$ cat config.mk
export PLATFORM = sky130hd
export DESIGN_NAME = crc32u_top
export DESIGN_NICKNAME = d
export VERILOG_FILES = /design/src/rtl/crc32u_pkg.sv /design/src/rtl/crc32u_cfg.sv /design/src/rtl/crc32u_step.sv /design/src/rtl/crc32u_outx.sv /design/src/rtl/crc32u_top.sv
export SDC_FILE = /design/constraint.sdc
export NUM_CORES = 2
export LEC_CHECK = 0
export ABC_AREA = 1
export BUFFER_PORTS_ARGS = -buffer_cell sky130_fd_sc_hd__buf_2
export CAP_MARGIN = 10
export CELL_PAD_IN_SITES_DETAIL_PLACEMENT = 1
export CELL_PAD_IN_SITES_GLOBAL_PLACEMENT = 2
export CORE_ASPECT_RATIO = 1.25
export CORE_UTILIZATION = 32
export DETAILED_ROUTE_END_ITERATION = 12
export PLACE_DENSITY = 0.76
export SYNTH_ARGS = -nofsm -noshare
export SYNTH_HDL_FRONTEND = slang
export SYNTH_SLANG_ARGS = --single-unit
export TNS_END_PERCENT = 30
$ cat constraint.sdc
create_clock -name clk -period 10.7 [get_ports clk]
set_input_delay 1.605 -clock clk [delete_from_list [all_inputs] [get_ports clk]]
set_output_delay 1.605 -clock clk [all_outputs]
set_load 0.02 [all_outputs]
$ cat src/rtl/crc32u_pkg.sv
// Package: shared widths, configuration field addresses and the config
// record passed from the register block to the datapath.
package crc32u_pkg;
    localparam int CRC_W  = 32;
    localparam int ADDR_W = 3;

    localparam logic [ADDR_W-1:0] A_CTRL = 3'd0;
    localparam logic [ADDR_W-1:0] A_POLY = 3'd1;
    localparam logic [ADDR_W-1:0] A_SEED = 3'd2;
    localparam logic [ADDR_W-1:0] A_IXOR = 3'd3;
    localparam logic [ADDR_W-1:0] A_OXOR = 3'd4;

    localparam int CTRL_IREF_BIT = 0;
    localparam int CTRL_OREF_BIT = 1;

    typedef struct packed {
        logic             in_reflect;
        logic             out_reflect;
        logic [CRC_W-1:0] poly;
        logic [CRC_W-1:0] seed;
        logic [CRC_W-1:0] in_xor;
        logic [CRC_W-1:0] out_xor;
    } crc_cfg_t;
endpackage

$ cat src/rtl/crc32u_cfg.sv
// Module: crc32u_cfg
// Holds the run-time configuration fields written through a simple
// address/data port. Assumes one write per cycle; unmapped addresses
// are dropped. Synchronous active-low reset clears every field.
module crc32u_cfg
    import crc32u_pkg::*;
#(
    parameter int WDATA_W = 32
) (
    input  logic               clk,
    input  logic               rst_n,
    input  logic               cfg_we,
    input  logic [ADDR_W-1:0]  cfg_addr,
    input  logic [WDATA_W-1:0] cfg_wdata,
    output crc_cfg_t           cfg_o
);
    crc_cfg_t cfg_q;

    // Purpose: capture the addressed field on a write strobe.
    always_ff @(posedge clk) begin
        if (!rst_n) begin
            cfg_q <= '0;
        end else if (cfg_we) begin
            case (cfg_addr)
                A_CTRL: begin
                    cfg_q.in_reflect  <= cfg_wdata[CTRL_IREF_BIT];
                    cfg_q.out_reflect <= cfg_wdata[CTRL_OREF_BIT];
                end
                A_POLY:  cfg_q.poly    <= cfg_wdata[CRC_W-1:0];
                A_SEED:  cfg_q.seed    <= cfg_wdata[CRC_W-1:0];
                A_IXOR:  cfg_q.in_xor  <= cfg_wdata[CRC_W-1:0];
                A_OXOR:  cfg_q.out_xor <= cfg_wdata[CRC_W-1:0];
                default: cfg_q <= cfg_q;
            endcase
        end
    end

    assign cfg_o = cfg_q;

    // a polynomial write lands at the next edge.
    a_r2_poly_write: assert property (@(posedge clk) disable iff (!rst_n)
        (cfg_we && cfg_addr == A_POLY) |=> (cfg_o.poly == $past(cfg_wdata[CRC_W-1:0])));

    // unmapped addresses and idle cycles leave every field unchanged.
    a_r12_hold_fields: assert property (@(posedge clk) disable iff (!rst_n)
        (!cfg_we || cfg_addr > A_OXOR) |=> $stable(cfg_o));
endmodule

$ cat src/rtl/crc32u_step.sv
// Module: crc32u_step
// Combinational fold of one ITEM_W-bit item into the CRC state: input XOR,
// optional bit reversal within the item, then ITEM_W MSB-first Galois
// shifts. Assumes ITEM_W <= CRC_W.
module crc32u_step
    import crc32u_pkg::*;
#(
    parameter int ITEM_W = 8
) (
    input  logic [CRC_W-1:0]  state_i,
    input  logic [CRC_W-1:0]  poly_i,
    input  logic [ITEM_W-1:0] item_i,
    input  logic [ITEM_W-1:0] xor_i,
    input  logic              reflect_i,
    output logic [CRC_W-1:0]  state_o
);
    logic [ITEM_W-1:0] masked;
    logic [ITEM_W-1:0] ordered;
    logic [CRC_W-1:0]  acc;
    logic              fb;

    // Purpose: mask the item, then optionally mirror its bit order.
    always_comb begin
        masked = item_i ^ xor_i;
        for (int i = 0; i < ITEM_W; i++) begin
            ordered[i] = reflect_i ? masked[ITEM_W-1-i] : masked[i];
        end
    end

    // Purpose: shift the item into the state one bit at a time, MSB first.
    always_comb begin
        acc = state_i;
        fb  = 1'b0;
        for (int k = 0; k < ITEM_W; k++) begin
            fb  = acc[CRC_W-1] ^ ordered[ITEM_W-1-k];
            acc = {acc[CRC_W-2:0], 1'b0} ^ (fb ? poly_i : '0);
        end
        state_o = acc;
    end
endmodule

$ cat src/rtl/crc32u_outx.sv
// Module: crc32u_outx
// Output transform: optional full-width reversal of the state followed by
// the output XOR mask. Purely combinational.
module crc32u_outx
    import crc32u_pkg::*;
(
    input  logic [CRC_W-1:0] state_i,
    input  logic             reflect_i,
    input  logic [CRC_W-1:0] xor_i,
    output logic [CRC_W-1:0] result_o
);
    logic [CRC_W-1:0] mirrored;

    // Purpose: mirror the state when requested, then apply the mask.
    always_comb begin
        for (int i = 0; i < CRC_W; i++) begin
            mirrored[i] = state_i[CRC_W-1-i];
        end
        result_o = (reflect_i ? mirrored : state_i) ^ xor_i;
    end
endmodule

$ cat src/rtl/crc32u_top.sv
// Module: crc32u_top
// Running CRC engine. Configuration comes from crc32u_cfg; one byte or one
// word is folded per valid cycle by a per-width step instance chosen by
// in_size. start reloads the seed; with in_valid in the same cycle the
// item is folded into the seed. Assumes BYTE_W <= DATA_W == CRC_W.
module crc32u_top
    import crc32u_pkg::*;
#(
    parameter int DATA_W = 32,
    parameter int BYTE_W = 8
) (
    input  logic              clk,
    input  logic              rst_n,
    input  logic              cfg_we,
    input  logic [ADDR_W-1:0] cfg_addr,
    input  logic [DATA_W-1:0] cfg_wdata,
    input  logic              start,
    input  logic              in_valid,
    input  logic              in_size,
    input  logic [DATA_W-1:0] in_data,
    output logic [CRC_W-1:0]  crc_result
);
    localparam int N_WIDTHS = 2;

    crc_cfg_t         cfg;
    logic [CRC_W-1:0] lfsr_q;
    logic [CRC_W-1:0] base;
    logic [CRC_W-1:0] step_out [N_WIDTHS];
    logic [CRC_W-1:0] folded;

    crc32u_cfg #(.WDATA_W(DATA_W)) u_cfg (
        .clk       (clk),
        .rst_n     (rst_n),
        .cfg_we    (cfg_we),
        .cfg_addr  (cfg_addr),
        .cfg_wdata (cfg_wdata),
        .cfg_o     (cfg)
    );

    // Purpose: pick the state the item is folded into.
    assign base = start ? cfg.seed : lfsr_q;

    for (genvar g = 0; g < N_WIDTHS; g++) begin : g_width
        localparam int WID = (g == 0) ? BYTE_W : DATA_W;
        crc32u_step #(.ITEM_W(WID)) u_step (
            .state_i   (base),
            .poly_i    (cfg.poly),
            .item_i    (in_data[WID-1:0]),
            .xor_i     (cfg.in_xor[WID-1:0]),
            .reflect_i (cfg.in_reflect),
            .state_o   (step_out[g])
        );
    end

    // Purpose: select the fold result for the requested item width.
    assign folded = in_size ? step_out[1] : step_out[0];

    // Purpose: advance, reload or hold the running remainder.
    always_ff @(posedge clk) begin
        if (!rst_n) begin
            lfsr_q <= '0;
        end else if (in_valid) begin
            lfsr_q <= folded;
        end else if (start) begin
            lfsr_q <= cfg.seed;
        end
    end

    crc32u_outx u_outx (
        .state_i   (lfsr_q),
        .reflect_i (cfg.out_reflect),
        .xor_i     (cfg.out_xor),
        .result_o  (crc_result)
    );

    // a bare start leaves the seed in the shift register.
    a_r3_start_loads_seed: assert property (@(posedge clk) disable iff (!rst_n)
        (start && !in_valid) |=> (lfsr_q == $past(cfg.seed)));

    // no activity means the remainder holds.
    a_r10_idle_hold: assert property (@(posedge clk) disable iff (!rst_n)
        (!start && !in_valid) |=> $stable(lfsr_q));

    // with both output transforms off the result is the raw state.
    a_r8_plain_output: assert property (@(posedge clk) disable iff (!rst_n)
        (!cfg.out_reflect && cfg.out_xor == '0) |-> (crc_result == lfsr_q));
endmodule

## Yosys cells after proc, flatten, opt, wreduce, memory -nomap -nowiden

Cells that the tools add are included.
W data, S select, Z words.

| operators by class | value |
|---|---|
| multiplexer cells | 84 |
| eq/ne operators | 4 |
| reductions and logical operators | 6 |
| bitwise operators | 83 |

Operators with widths:

| cell | number |
|---|---|
| $mux W32 | 44 |
| $xor A32 B32 Y32 | 42 |
| $mux W1 | 40 |
| $xor A1 B1 Y1 | 40 |
| $reduce_and A2 Y1 | 5 |
| $xor A8 B8 Y8 | 1 |
| $eq A3 B2 Y1 const B | 2 |
| $eq A3 B1 Y1 const B | 1 |
| $eq A3 B3 Y1 const B | 1 |
| $logic_not A3 Y1 | 1 |

| storage, ports and cells | value |
|---|---|
| word-level logic and storage cells | 184 |
| output and inout bits | 32 |
| input port bits | 73 |
| register bits | 162 |

## Depth between registers and ports, before layout

| logic depth | value |
|---|---|
| depth in word-level cells | 100 |
| mapped depth | 111 |
| mapped depth without buffers | 104 |

## By module

From an unflattened synthesis, not the netlist that was laid out.

| unflattened totals | value |
|---|---|
| cell total of the unflattened synthesis | 6,245 |
| area, all modules | 34,145.2 um^2 |

By module, submodules not included:

| module | instances | cells each | seq. area each (um^2) | area each (um^2) |
|---|---|---|---|---|
| crc32u_step at g_width[1].u_step | 1 | 3,699 | 0.0 | 19,750.2 |
| crc32u_step at g_width[0].u_step | 1 | 1,046 | 0.0 | 5,441.5 |
| crc32u_cfg | 1 | 754 | 2,602.5 | 5,186.2 |
| crc32u_top | 1 | 444 | 640.6 | 2,471.1 |
| crc32u_outx | 1 | 302 | 0.0 | 1,296.2 |

## Least setup slack after synthesis

OpenSTA, ideal clock, no wires.

| timing | value |
|---|---|
| kind | in2reg |
| from | input start |
| to | register lfsr_q[5] |
| setup slack | 0.646 ns |
| required time | 10.578 ns |
| stages | 96 |
| path buffers | 5 |
| arrival time | 9.932 ns |
| setup time | 0.122 ns |
| cell sequence | buf_6 -> o21ai_4 -> inv_2 -> nand3_1 -> nand2_2 -> nand2_1 -> nand2_2 -> nand2_4 -> nand2_1 -> nand2_1 -> nand2_2 -> buf_6 -> nand2_2 -> inv_1 -> nand3_1 -> nand2_2 -> nand2_1 -> inv_1 -> [... 60 more ...] -> nand2_2 -> nand2_4 -> nand2_1 -> nand2_2 -> nand2_4 -> nand2_2 -> nand2_1 -> inv_1 -> nor2_2 -> nand3_2 -> nand2_4 -> buf_8 -> nand2_2 -> or2_1 -> nand2_1 -> nand3_1 -> nand3_2 -> a21oi_2 |

| between the ends | value |
|---|---|
| word-level cells in the longest chain between the ends | 99 |
| elaborated cells between the ends (all ways) | 123 |
| classes of those cells | mux (43); bitwise (80) |

Ends and longest elaborated chain:

| item | line | source |
|---|---|---|
| from (decl) | crc32u_top.sv:17 | `input logic start,` |
| $mux W32 * | -- |  |
| $xor A1 B1 Y1 | crc32u_step.sv:35 | `fb = acc[CRC_W-1] ^ ordered[ITEM_W-1-k];` |
| $mux W32 | crc32u_step.sv:36 | `acc = {acc[CRC_W-2:0], 1'b0} ^ (fb ? poly_i : '0);` |
| $xor A32 B32 Y32 | crc32u_step.sv:36 |  |
| $xor A1 B1 Y1 | crc32u_step.sv:35 |  |
| $mux W32 | crc32u_step.sv:36 |  |
| $xor A32 B32 Y32 | crc32u_step.sv:36 |  |
| $xor A1 B1 Y1 | crc32u_step.sv:35 |  |
| [... 83 more ...] | -- |  |
| $xor A1 B1 Y1 | crc32u_step.sv:35 |  |
| $mux W32 | crc32u_step.sv:36 |  |
| $xor A32 B32 Y32 | crc32u_step.sv:36 |  |
| $xor A1 B1 Y1 | crc32u_step.sv:35 |  |
| $mux W32 | crc32u_step.sv:36 |  |
| $xor A32 B32 Y32 | crc32u_step.sv:36 |  |
| $mux W32 | crc32u_top.sv:56 | `assign folded = in_size ? step_out[1] : step_out[0];` |
| $mux W32 * | crc32u_top.sv:62 | `end else if (in_valid) begin` |
| to (signal assigned) | crc32u_top.sv:63 | `lfsr_q <= folded;` |
| to (signal assigned) | crc32u_top.sv:65 | `lfsr_q <= cfg.seed;` |
| to (decl) | crc32u_top.sv:26 | `logic [CRC_W-1:0] lfsr_q;` |

Every way passes the cells marked *; elsewhere a longest branch is shown, timed or not.
A chain may end at the register's enable or synchronous reset.

## Final worst setup path

| timing | value |
|---|---|
| from | input start |
| to | register lfsr_q[1] |

The elaborated chain is that of the path after synthesis.

==> impl_metrics.toml <==
[status]
status = "complete, but fails checks"
violations = "negative setup slack"

[synthesis]
netlist-cell-type-count = 46
syn-cell-area_um2 = 30170
ys_warn_count = 0
ys_ff_latch = 162
ys_seq_area_share_pct = 10.75
synth.avg_cell_area_um2 = 6.066
synth_top_area_cell = "xnor2_1"
syn-num-nets = 5046
netlist_instances = 4973
synth_top_flop_cell = "dfxtp_1"
synth_edf_count = 0
synth_area_leaders = "xnor2_1 (21%), nand2_1 (17%), dfxtp_1 (11%)"
synth_top_area_share_pct = 21.19
async_flop_share_pct = 0

[critical_path]
cp_top_family = "simple AND/OR/NAND/NOR gates"
cp.required_ns = 11.10
path_common_cell = "nand2_4"
cpPeakStageDelay_ns = 0.23
rr_endpoint = "lfsr_q[1]"
cp.arrival_ns = 11.94
cp.depth = 94
critPathKind = "in -> reg"
crit_buf_inv = 17
reg2reg_slack_ns = -0.08
r2r_start = "lfsr_q[31]"
r2r_cells = 94
start_kind = "primary input"
end_kind = "register"
cp_max_fo = 7
cp_slowest_cell = "o21ai_4"

[placed_design]
hpwl_um = 97930
place_area_um2 = 32760
place_congestion = 0.8744
io_buffers = 104

[grt]
grt_pass1_vias = 31843
antenna_found_initial = 2
grt_use_total_pct = 26.75
gr-total-overflow = 0
grt_pass1_wl_um = 197000
grt_max_degree = 90

[route]
routed_wl_um = 133500
viasPerCell = 5.052
first_pass_iters = 5
first_iter_violations = 1662
post_drt_wl_per_cell_um = 20.85
antenna_left = 0
num_vias = 32347
drc_errors = 0

[floorplanning]
core-area_um2 = 93210
rows = 125
ios = 105
start_util_pct = 32.36
die-area_um2 = 95510
die_w_um = 276.6
fp.dieH_um = 345.3

[sta]
fin_ws_ns = -0.8331
post-route-period-util_pct = 107.8
finalHoldViolations = 0
finalSetupViolCount = 32
max-slew-margin-rel_pct = 18.15
finClkSkew_ns = 0.01715
final.min_clock_period_ns = 11.53
worst_pin_slew_ns = 1.215
rsz0062_at_grt = "yes"
fmax_mhz = 86.71
drv_slew = 0

[clock_network]
htreeDepth = 4
clk_pin_slew_ns = 0.07
cts_max_path_buffers = 2
hold_buffers = 0
numCtsBuffers = 17
clkSinkCount = 162
cts_tree = "yes"
cts_root_buffer = "clkbuf_16"
clkLatencyLatePin_ns = 0.48

[pwr]
power_density_nw_per_um2 = 199.3
vdd_ir_drop_max_mv = 0.1277
cellLeakagePower_nw = 15.12
power.total_w = 0.007260

[final_layout]
mostFrequentLayoutCells = "nand2_1 (1,260), xnor2_1 (707), nor2_1 (598)"
layout.nets = 5257
layout_commonest_cell = "nand2_1"
final_layout_size_suffix_gt1_share_pct = 22.88
diodes = 0
syn_to_final_growth_pct = 20.77
final_area_um2 = 36430

[hold_path]
hp-start = "u_cfg.cfg_o[49]"
min_to = "u_cfg.cfg_o[49]"
hold_path_depth = 2
hp-class = "reg -> reg"

[run]
maxCapViolCount = 0
## cells by family (layout without fill, tap and decap cells)
| group | after synthesis | after routing | synth area share (%) |
|---|---|---|---|
| DFF | 162 | 162 | 10.75 |
| xor gates and xnor gates | 1044 | 1044 | 30.53 |
| AOI/OAI and AO/OA | 440 | 440 | 7.714 |
| muxes | 2 | 2 | 0.06636 |
| buffers and inverters | 705 | 927 | 12.43 |
| and+or+nand+nor | 2620 | 2622 | 38.50 |
## flip-flops by register name, indices dropped and copies added, names as in the netlist
register     count
u_cfg.cfg_o    130
lfsr_q          32
## how the worst max path moves through the flow
stage	slack, ns	from	to
after floorplan	0.65	start	lfsr_q[5]
after global placement	-1.17	start	lfsr_q[9]
after detailed placement	-1.46	start	lfsr_q[9]
after CTS	-0.38	in_data[0]	lfsr_q[9]
after global routing	-1.48	start	lfsr_q[1]
final	-0.83	start	lfsr_q[1]
## through the flow
stage	utilization, %	instances	hold slack [ns]	setup TNS [ns]	setup WS (ns)
after global routing	39.08	6403	0.4781	-45.79	-1.477
after global placement	35.15	6289	0.4444	-34.46	-1.167
after CTS	36.82	6351	0.4617	-9.496	-0.3760
final	39.08	6403	0.4586	-25.56	-0.8331
after floorplan	-	4973	0.4355	0	0.6461
after detailed placement	35.15	6289	0.4508	-44.47	-1.463
## report_power, final
part           internal [W]  total (W)  leakage, nW  switching [W]
sequential         0.000636   0.000678         1.32      0.0000429
clock              0.000338   0.000670        0.303       0.000332
combinational       0.00243    0.00591         13.5        0.00349
## worst register-to-register path: cells and delay by family, from the launching register on
family / cells / cell delay [ns]
AOI/OAI and AO/OA: 2 / 0.45
buffers and inverters: 17 / 1.90
xor gates and xnor gates: 2 / 0.41
and+or+nand+nor: 73 / 7.59
DFF: 1 / 0.34
## timing repair
item | CTS | global route
setup endpoints to repair | 32 | 32
gates resized for setup | 146 | 370
pin swaps | 57 | 169
setup buffers | 30 | 46
gates cloned | 1 | 7
## cells in the mapped netlist, drive strengths merged, types with 2 or more instances
library cell and instances:
nor2 663, nand2 1501, clkdlybuf4s50 2, mux2i 2, or2 29, nand3b 8, xnor2 736, a21oi 134
inv 327, o21ai 303, nand4 5, nand3 413, buf 120, xor2 308, dfxtp 162, clkbuf 229
clkinv 25
## layout make-up
type	instances	area (um^2)
well taps	1206	1509
repair buffers	543	4482
fillers	12296	56780
clock buffers	17	425.4
clock inverters	15	191.4
inverters	352	1334
multi-input cells	4108	25240
flip-flops and latches	162	3254
## per-layer routing
metal	vias up	wire length (um)	global-route usage, %	share of wire [%]
met5	-	0	0	0
met2	585	67400	48.43	50
met3	180	4293	1.858	3.2
li1	15591	-	-	-
met4	0	4919	8.492	3.7
met1	15991	56900	33.38	43
(Power assumes the default switching activity.)
